File: src/rtl/ct_pkg.sv
package ct_pkg;

  typedef enum logic [3:0] {
    OP_MISC      = 4'h0,
    OP_SEEK      = 4'h1,
    OP_HOME      = 4'h2,
    OP_RDATA     = 4'h3,
    OP_WDATA     = 4'h4,
    OP_UNIT_STAT = 4'h5,
    OP_SETUP     = 4'h6,
    OP_INT_STAT  = 4'h7,
    OP_CLR_DONE  = 4'hE,
    OP_CLR_SVC   = 4'hF
  } op_e;

  function automatic logic op_is_aux(input logic [3:0] code);
    return (code == OP_CLR_DONE) || (code == OP_CLR_SVC);
  endfunction

endpackage

File: src/rtl/ct_cyl_bank.sv
module ct_cyl_bank #(
  parameter int UNITS  = 4,
  parameter int UNIT_W = 2,
  parameter int CYL_W  = 16
) (
  input  logic                   clk,
  input  logic                   rst,
  input  logic                   we,
  input  logic [UNIT_W-1:0]      waddr,
  input  logic [CYL_W-1:0]       wdata,
  input  logic [UNIT_W-1:0]      raddr,
  output logic [CYL_W-1:0]       rdata,
  output logic [UNITS*CYL_W-1:0] all_q
);

  logic [CYL_W-1:0] pos_q [UNITS];

  always_ff @(posedge clk) begin
    if (rst) begin
      for (int u = 0; u < UNITS; u++) pos_q[u] <= '0;
    end else if (we) begin
      pos_q[waddr] <= wdata;
    end
  end

  assign rdata = pos_q[raddr];

  for (genvar g = 0; g < UNITS; g++) begin : g_flat
    assign all_q[g*CYL_W +: CYL_W] = pos_q[g];
  end

endmodule

File: src/rtl/ct_delay_calc.sv
module ct_delay_calc
  import ct_pkg::*;
#(
  parameter int CYL_W        = 16,
  parameter int CNT_W        = 24,
  parameter int SEEK_BASE_US = 700,
  parameter int STEP_US      = 100,
  parameter int HOME_US      = 6000,
  parameter int XFER_BASE_US = 8000,
  parameter int UNIT_STAT_US = 200,
  parameter int SETUP_US     = 1250,
  parameter int INT_STAT_US  = 142,
  parameter int MISC_US      = 140
) (
  input  logic [3:0]       op,
  input  logic [CYL_W-1:0] cur_cyl,
  input  logic [CYL_W-1:0] tgt_cyl,
  output logic [CNT_W-1:0] delay,
  output logic             cyl_we,
  output logic [CYL_W-1:0] cyl_new
);

  logic [CYL_W-1:0] span;
  logic [CYL_W-1:0] span_xfer;
  logic [CNT_W-1:0] travel;
  logic [CNT_W-1:0] travel_xfer;

  always_comb begin
    span        = (tgt_cyl >= cur_cyl) ? (tgt_cyl - cur_cyl) : (cur_cyl - tgt_cyl);
    span_xfer   = (span == '0) ? CYL_W'(1) : span;
    travel      = CNT_W'(span) * CNT_W'(STEP_US);
    travel_xfer = CNT_W'(span_xfer) * CNT_W'(STEP_US);
  end

  always_comb begin
    cyl_we  = 1'b0;
    cyl_new = tgt_cyl;
    case (op)
      OP_SEEK: begin
        delay   = CNT_W'(SEEK_BASE_US) + travel;
        cyl_we  = 1'b1;
      end
      OP_HOME: begin
        delay   = CNT_W'(HOME_US);
        cyl_we  = 1'b1;
        cyl_new = '0;
      end
      OP_RDATA, OP_WDATA: delay = CNT_W'(XFER_BASE_US) + travel_xfer;
      OP_UNIT_STAT:       delay = CNT_W'(UNIT_STAT_US);
      OP_SETUP:           delay = CNT_W'(SETUP_US);
      OP_INT_STAT:        delay = CNT_W'(INT_STAT_US);
      default:            delay = CNT_W'(MISC_US);
    endcase
  end

endmodule

File: src/rtl/ct_countdown.sv
module ct_countdown #(
  parameter int CNT_W = 24
) (
  input  logic             clk,
  input  logic             rst,
  input  logic             kill,
  input  logic             load,
  input  logic [CNT_W-1:0] load_val,
  input  logic             tick,
  output logic             busy,
  output logic             done
);

  logic [CNT_W-1:0] remain_q;

  always_ff @(posedge clk) begin
    if (rst) begin
      remain_q <= '0;
      busy     <= 1'b0;
      done     <= 1'b0;
    end else if (kill) begin
      remain_q <= '0;
      busy     <= 1'b0;
      done     <= 1'b0;
    end else if (load) begin
      remain_q <= load_val;
      busy     <= 1'b1;
      done     <= 1'b0;
    end else if (busy && tick) begin
      if (remain_q == CNT_W'(1)) begin
        remain_q <= '0;
        busy     <= 1'b0;
        done     <= 1'b1;
      end else begin
        remain_q <= remain_q - CNT_W'(1);
        done     <= 1'b0;
      end
    end else begin
      done <= 1'b0;
    end
  end

endmodule

File: src/rtl/disk_cmd_timer.sv
module disk_cmd_timer
  import ct_pkg::*;
#(
  parameter int UNITS        = 4,
  parameter int CYL_W        = 16,
  parameter int CNT_W        = 24,
  parameter int SEEK_BASE_US = 700,
  parameter int STEP_US      = 100,
  parameter int HOME_US      = 6000,
  parameter int XFER_BASE_US = 8000,
  parameter int UNIT_STAT_US = 200,
  parameter int SETUP_US     = 1250,
  parameter int INT_STAT_US  = 142,
  parameter int MISC_US      = 140,
  localparam int UNIT_W      = (UNITS > 1) ? $clog2(UNITS) : 1
) (
  input  logic              clk,
  input  logic              rst,
  input  logic              cmd_valid,
  input  logic [3:0]        cmd_code,
  input  logic [UNIT_W-1:0] cmd_unit,
  input  logic [CYL_W-1:0]  cmd_cyl,
  input  logic              tick_us,
  input  logic              cancel,
  output logic              busy,
  output logic              done
);

  logic                   is_aux;
  logic                   start;
  logic                   kill;
  logic [CYL_W-1:0]       cur_cyl;
  logic [CNT_W-1:0]       delay;
  logic                   upd_we;
  logic [CYL_W-1:0]       upd_cyl;
  logic [UNITS*CYL_W-1:0] cyl_flat;

  assign is_aux = op_is_aux(cmd_code);
  assign start  = cmd_valid && !cancel && !is_aux;
  assign kill   = cancel || (cmd_valid && is_aux);

  ct_cyl_bank #(
    .UNITS (UNITS),
    .UNIT_W(UNIT_W),
    .CYL_W (CYL_W)
  ) u_bank (
    .clk  (clk),
    .rst  (rst),
    .we   (start && upd_we),
    .waddr(cmd_unit),
    .wdata(upd_cyl),
    .raddr(cmd_unit),
    .rdata(cur_cyl),
    .all_q(cyl_flat)
  );

  ct_delay_calc #(
    .CYL_W       (CYL_W),
    .CNT_W       (CNT_W),
    .SEEK_BASE_US(SEEK_BASE_US),
    .STEP_US     (STEP_US),
    .HOME_US     (HOME_US),
    .XFER_BASE_US(XFER_BASE_US),
    .UNIT_STAT_US(UNIT_STAT_US),
    .SETUP_US    (SETUP_US),
    .INT_STAT_US (INT_STAT_US),
    .MISC_US     (MISC_US)
  ) u_calc (
    .op     (cmd_code),
    .cur_cyl(cur_cyl),
    .tgt_cyl(cmd_cyl),
    .delay  (delay),
    .cyl_we (upd_we),
    .cyl_new(upd_cyl)
  );

  ct_countdown #(
    .CNT_W(CNT_W)
  ) u_count (
    .clk     (clk),
    .rst     (rst),
    .kill    (kill),
    .load    (start),
    .load_val(delay),
    .tick    (tick_us),
    .busy    (busy),
    .done    (done)
  );

endmodule

File: config.mk
export PLATFORM = sky130hd
export DESIGN_NAME = disk_cmd_timer
export DESIGN_NICKNAME = d
export VERILOG_FILES = /design/src/rtl/ct_pkg.sv /design/src/rtl/ct_cyl_bank.sv /design/src/rtl/ct_delay_calc.sv /design/src/rtl/ct_countdown.sv /design/src/rtl/disk_cmd_timer.sv
export SDC_FILE = /design/constraint.sdc
export NUM_CORES = 1
export LEC_CHECK = 0
export BUFFER_PORTS_ARGS = -buffer_cell sky130_fd_sc_hd__buf_2
export CORE_ASPECT_RATIO = 0.7
export CORE_UTILIZATION = 59
export DETAILED_ROUTE_END_ITERATION = 10
export PLACE_DENSITY_LB_ADDON = 0.2
export SYNTH_ARGS = -nofsm -noshare
export SYNTH_HDL_FRONTEND = slang
export SYNTH_HIERARCHICAL = 1
export SYNTH_SLANG_ARGS = --single-unit
File: constraint.sdc
create_clock -name clk -period 9.2 [get_ports clk]
set_clock_uncertainty 0.2 [all_clocks]
set_input_delay 1.38 -clock clk [delete_from_list [all_inputs] [get_ports clk]]
set_output_delay 1.38 -clock clk [all_outputs]
set_load 0.05 [all_outputs]
==> results of run 1 <==
[Yosys cell counts (9+ instances only)]
master	number	area [um^2]
edfxtp_1	64	1920
mux4_2	16	360
nor2_1	89	334
o22ai_1	22	138
xnor2_1	63	552
fa_1	24	480
nand2b_1	11	68.8
ha_1	147	1840
a21o_1	26	195
dfxtp_1	26	521
clkbuf_1	21	78.8
nand4_1	9	56.3
xor2_1	28	245
nor3_1	15	75.1
nand3_1	28	140
inv_1	137	514
a21oi_1	61	305
o21ai_0	26	130
and2_1	75	469
nand2_1	64	240
o21ai_2	11	96.3
nor2b_1	9	56.3
[sequential cells by signal, indices dropped and copies added (netlist names)]
signal            flops
u_bank/pos_q         64
u_count/busy          1
u_count/remain_q     24
u_count/done          1
[critical path: cells and delay by family]
family          cells  cell delay [ps]
simple gates        9             2130
mux                 1              530
compound gates      9             1650
fa+ha+maj           6             1740
buf+inv            12             1400
xor+xnor            2              340
[cells in the final DEF (no fill, tap or decap), drive strengths merged, types with 12 or more instances in the layout]
cell type,count
a21oi,61
dfxtp,26
o21ai,39
edfxtp,64
and2,76
fa,24
xnor2,63
ha,147
o22ai,25
nand2,64
xor2,29
nor2,90
inv,139
a21o,28
mux4,16
nor3,17
buf,189
nand3,28
clkbuf,12
[layer usage]
layer  part of all wire [%]  wire, um  up-vias
met4                   0.91       257        0
met2                     42     11900      326
li1                       -         -     4402
met5                      0         0        -
met3                    7.5      2110       18
met1                     49     13900     4395
[stage by stage]
stage	utilization [%]	setup WS, ps
after floorplan	-	19.4
after global placement	69.0	-46.0
after detailed placement	69.0	-246
after CTS	70.8	48.9
after global routing	73.7	-114
final	73.7	89.3
[area by class of cell]
| class | instances | area share [%] |
|---|---|---|
| timing repair buffer | 190 | 11.2 |
| multi-input combinational | 892 | 60.9 |
| clock inverter | 5 | 0.502 |
| clock buffer | 11 | 1.91 |
| sequential | 90 | 19.2 |
| inverter | 138 | 4.07 |
| tap | 231 | 2.27 |
[repair_timing]
action,4_1_cts,5_1_grt
cloned,0,1
buffers inserted,0,15
gates resized for setup,1,71
endpoints found under the setup margin,1,12
pin swaps,0,34
[worst min path at each step]
stage | start | end | slack [ps] | depth (start not counted)
finish | u_count/remain_q[18] | u_count/remain_q[18] | 320 | 2
global route | u_count/remain_q[18] | u_count/remain_q[18] | 340 | 2
CTS | u_count/remain_q[18] | u_count/remain_q[18] | 310 | 2
detailed placement | u_count/remain_q[18] | u_count/remain_q[18] | 300 | 2
global placement | u_count/remain_q[6] | u_count/remain_q[6] | 300 | 2
floorplan | u_count/remain_q[18] | u_count/remain_q[18] | 270 | 2
[kinds of logic (layout without fill, tap and decap cells)]
group,count (synthesis),after routing
simple gates,369,369
compound gates,230,230
buf+inv,177,344
fa+ha+maj,171,171
xor+xnor,92,92
flops,90,90
mux,29,29
other cells,1,1
==> parameters.txt, run 1 <==
Parameter                              Value

Timing
  Total negative slack ... 0 ps
  Rel. slew slack ... between 30% and 40%
  Count of pins over their slew limit ... 0
  Min Clock Period, post-route ... 9110 ps
  Worst Tran Pin Value ... 929 ps
  Final Hold Viols ... 0
  Fmax ... 0.110 GHz
  Worst hold margin ... ~320 ps
  Final cycle utilization of the critical path ... 99.0%
  Count of final setup violators ... 0

Worst setup path
  Endpoint of the worst setup timing path ... u_count/remain_q[18]
  Launch point of the worst path ... cmd_unit[0]
  Path type of the worst setup path ... in2reg
  Max incr delay on CP ... 530 ps
  Kind of end point of the critical path ... register
  Startpoint type of the worst setup path ... input pin
  Cell depth of the worst flop-to-flop path ... 38
  Reg2reg start ... u_bank/pos_q[3][0]
  Critical R2R Capture ... u_count/remain_q[18]
  CP Max Fanout ... 8
  Cell with the most instances on the worst path ... buf_4
  Slowest-stage cell, CP ... mux4_2
  R2r setup slk ... 970 ps
  Data arrival time of the critical path ... 9140 ps
  Worst endpoint required time ... 9230 ps

GRT
  Via count of the first global-routing pass ... 8848
  First-pass GRT wire length ... 44600 um
  Most heavily used metal layer in global routing ... met1
  Combined global-route utilization of all metal layers ... 30.9%
  Met1 routing resource usage after global routing ... around 47%
  Initial antenna violation count ... 0
  Met3 global-route usage ... 5.27%
  Largest net degree at the start of global routing ... 23
  Met2 usage in global routing ... 45.4%
  GRT overflow ... 0

Die
  Starting utilization of the core area ... 60.7%
  Area of the core ... 17300 um^2
  Die W ... between 150 and 200 um
  Vertical die dimension ... approximately 110 um
  Row cnt ... 40
  Number of I/O pins ... 29
  Die ar. ... 18300 um^2

Clock tree
  H-tree lvl count ... 3
  Maximum clock path buffer count ... 2
  TritonCTS Buffers ... 9
  Cell at the root of the clock tree ... clkbuf_16
  Clock Sink Count ... 90
  Clock latency on the worst-skew pair ... about 360 ps
  TritonCTS clock tree ... built
  Clock-pin transition on the worst setup and hold timing paths ... 70 ps
  CTS hold repair buffers ... 0

Finish
  Combined area of the multi-input logic cells ... 7740 um^2
  Final instance count without filler cells ... 1557
  Final standard cell area without fillers ... between 10000 and 15000 um^2
  Fraction of final layout cells sized beyond drive strength 1 ... 26.2%
  Sequential cell area ... 2440 um^2
  P&R area growth vs syn ... 21.4%
  NumNets Final ... 1519
  Fill count ... ~1300
  N_diodes ... 0

Logic synthesis
  Yosys warning total ... 6
  Adder and majority cell fraction of the synthesized area ... 22.1%
  Largest family of logic cells by synthesized area ... adder cells
  Simple-gate share of the synthesized area ... 19.7%
  Cell area after technology mapping ... 10500 um^2
  Library cells used by synthesis ... 99
  Cells after Synth ... roughly 1200
  Synth Area in XOR/XNOR ... about 7.8%
  Post-Synthesis Net Count ... 1357
  Fraction of the mapped netlist area in compound gates ... 15.2%
  Portion of netlist area occupied by mux cells ... 4.79%
  Post-synthesis sequential area ratio ... 23.3%
  Number of flops mapped to enable cells by yosys ... 64
  Synthesized area divided by synthesized cell count ... 9.05 um^2
  Dominant register cell in the synthesized netlist ... edfxtp_1
  Number of synthesized register bits ... 90
  Share of async-settable or async-resettable flops after synthesis ... 0%

Outcome
  Result of the run ... completed

Hold path
  Hold crit path type ... reg2reg

Placement
  Gpl congestion ... 0.901
  I/O Buffers ... 28
  Cell count after placement ... 1525
  Post-place instance area ... 11900 um^2
  HPWL after detailed placement ... 21400 um

Route
  Final WL ... 28200 um
  Number of iterations in the first detailed-routing pass ... 5
  Post-route antenna net violation count ... 0
  Detailed-route via count ... 9141
  Average wire length per cell after detail routing ... 18.1 um
  Final routed DRC violation total ... 0
  Detailed router's first-iteration violation count ... roughly 920
  Routed via count divided by cell count ... just under 6

Flow run
  Number of violations of the max-capacitance limit ... 0
Power of run 1 is not shown: default switching activity piles up to over one toggle a cycle in this logic, so the estimate is an artifact.
==> run 2: changes to the inputs <==
- CORE_UTILIZATION: 59 -> 35
- SKIP_CTS_REPAIR_TIMING: unset -> 1
==> run 2 against run 1 <==
Compared with the run above: non-clock buffer count decreased by 17; cell area up 0.29%; register-to-register slack improved by 170 ps; final cell count increased by 8.3%; critical path depth is 1 lower; largest cell class unchanged.
==> parameters.txt, run 2 (same netlist as run 1, synthesis figures left out) <==
Parameter                              Value

Finish
  NumNets Final ... 1502
  N_diodes ... 0
  Largest reg by FF count ... u_bank/pos_q
  Commonest cells after routing, fill and taps aside ... ha_1, buf_4, inv_1, nor2_1, and2_1
  Number of flip-flops in the largest register ... 64
  Fraction of final layout cells sized beyond drive strength 1 ... 24.9%
  Registers with the most flip-flops ... u_bank/pos_q (64), u_count/remain_q (24)
  Final core area utilization ... 43.8%
  P&R area growth vs syn ... 21.7%
  Sequential cell area ... 2440 um^2
  Combined area of the multi-input logic cells ... 7710 um^2
  Leading cell type in the layout, fill and taps excluded ... ha_1
  Fill count ... 2923

Clock tree
  Clock-pin transition on the worst setup and hold timing paths ... 70 ps
  Maximum clock path buffer count ... 2
  Cell at the root of the clock tree ... clkbuf_16
  TritonCTS clock tree ... built
  Clock latency on the worst-skew pair ... 370 ps
  Clock Sink Count ... 90
  TritonCTS Buffers ... 9
  H-tree lvl count ... 3

Route
  Routed via count divided by cell count ... between 5 and 6
  Detailed-route via count ... 8671
  Post-route antenna net violation count ... 0
  Final routed DRC violation total ... 0
  Detailed router's first-iteration violation count ... 618
  Final WL ... roughly 29000 um
  Average wire length per cell after detail routing ... 16.9 um
  Number of iterations in the first detailed-routing pass ... 5

GRT
  Combined global-route utilization of all metal layers ... roughly a fifth
  First-pass GRT wire length ... 46000 um
  Initial antenna violation count ... 2
  GRT overflow ... 0
  Via count of the first global-routing pass ... 8480
  Largest net degree at the start of global routing ... 23

Worst setup path
  Crit path max-delay family ... compound AO/OA/AOI/OAI gates
  Buf/Inv on CP ... 6
  Startpoint type of the worst setup path ... input pin
  CP Max Fanout ... 8
  Max incr delay on CP ... 540 ps
  Kind of end point of the critical path ... register
  Data arrival time of the critical path ... 8990 ps
  Slowest-stage cell, CP ... or4b_4
  Worst endpoint required time ... 9230 ps
  Path type of the worst setup path ... in2reg

Die
  Row cnt ... 52
  Die ar. ... 30700 um^2
  Area of the core ... ~30000 um^2
  Die W ... 209 um
  Vertical die dimension ... 147 um
  Number of I/O pins ... 29
  Starting utilization of the core area ... 36.0%

Flow run
  Number of violations of the max-capacitance limit ... 0

Placement
  I/O Buffers ... 28
  Setup WS pre-CTS ... -549 ps
  HPWL after detailed placement ... approximately 23000 um
  Gpl congestion ... 0.840

Timing
  Unrepaired setup endpoints after global routing ... yes
  Min Clock Period, post-route ... roughly 9000 ps
  Count of final setup violators ... 0
  Worst Tran Pin Value ... ~940 ps
  Final Hold Viols ... 0
  Count of pins over their slew limit ... 0
  Final cycle utilization of the critical path ... 97.4%
  Min setup slack post-route ... 241 ps
  Rel. slew slack ... about 37%
  Fmax ... 0.112 GHz

Hold path
  Hold crit path type ... reg2reg

Outcome
  Result of the run ... completed
-- run 2: cell count changes in the layout (fill, tap and decap cells not counted), moves of 2 or more --
cell,change
a31oi_4,-2
buf_4,-17
ha_1,+6
ha_2,-4
ha_4,-2
inv_1,-3
inv_2,+3
inv_6,+3
nand3_2,-2
nand3_4,+2
o32ai_2,+2
-- run 2: worst paths after layout --
kind                       startpoint                    to  slack [ps]  cells past startpoint
setup reg to reg  u_bank/pos_q[3][13]  u_count/remain_q[19]        1140                     35
setup / recovery          cmd_unit[0]  u_count/remain_q[19]         240                     38
hold / removal    u_count/remain_q[6]   u_count/remain_q[6]         320                      2
hold reg to reg   u_count/remain_q[6]   u_count/remain_q[6]         320                      2
-- run 2: worst min-delay path, delay by kind of cell, from the launching register on --
family | cells | cell delay [ps]
flops | 1 | 330
compound gates | 1 | 60
simple gates | 1 | 80
-- run 2: area by class of cell --
| type | instances | share of cell area, % |
|---|---|---|
| sequential | 90 | 19.1 |
| tap | 378 | 3.71 |
| clock inverter | 7 | 0.784 |
| timing repair buffer | 173 | 10.1 |
| clock buffer | 9 | 1.76 |
| multi-input combinational | 892 | 60.4 |
| inverter | 138 | 4.06 |
-- run 2: per-stage QoR --
stage / cell area (um^2) / instances / hold WS [ps] / setup TNS (ps)
floorplan: 10600 / 1159 / 273 / 0
CTS: 12300 / 1674 / 311 / -230
global placement: 12000 / 1658 / 299 / -1330
finish: 12800 / 1687 / 316 / 0
detailed placement: 12000 / 1658 / 300 / -2080
global route: 12800 / 1687 / 358 / -75.5
-- run 2: layer usage --
metal | GRT usage, % | wire (um) | vias up
met5 | 0 | 0 | -
met4 | 3.31 | 227 | 0
met3 | 2.63 | 1010 | 15
met2 | 25.8 | 10900 | 138
met1 | 31.2 | 16400 | 4148
li1 | - | - | 4370
Power of run 2 is left out for the same reason.
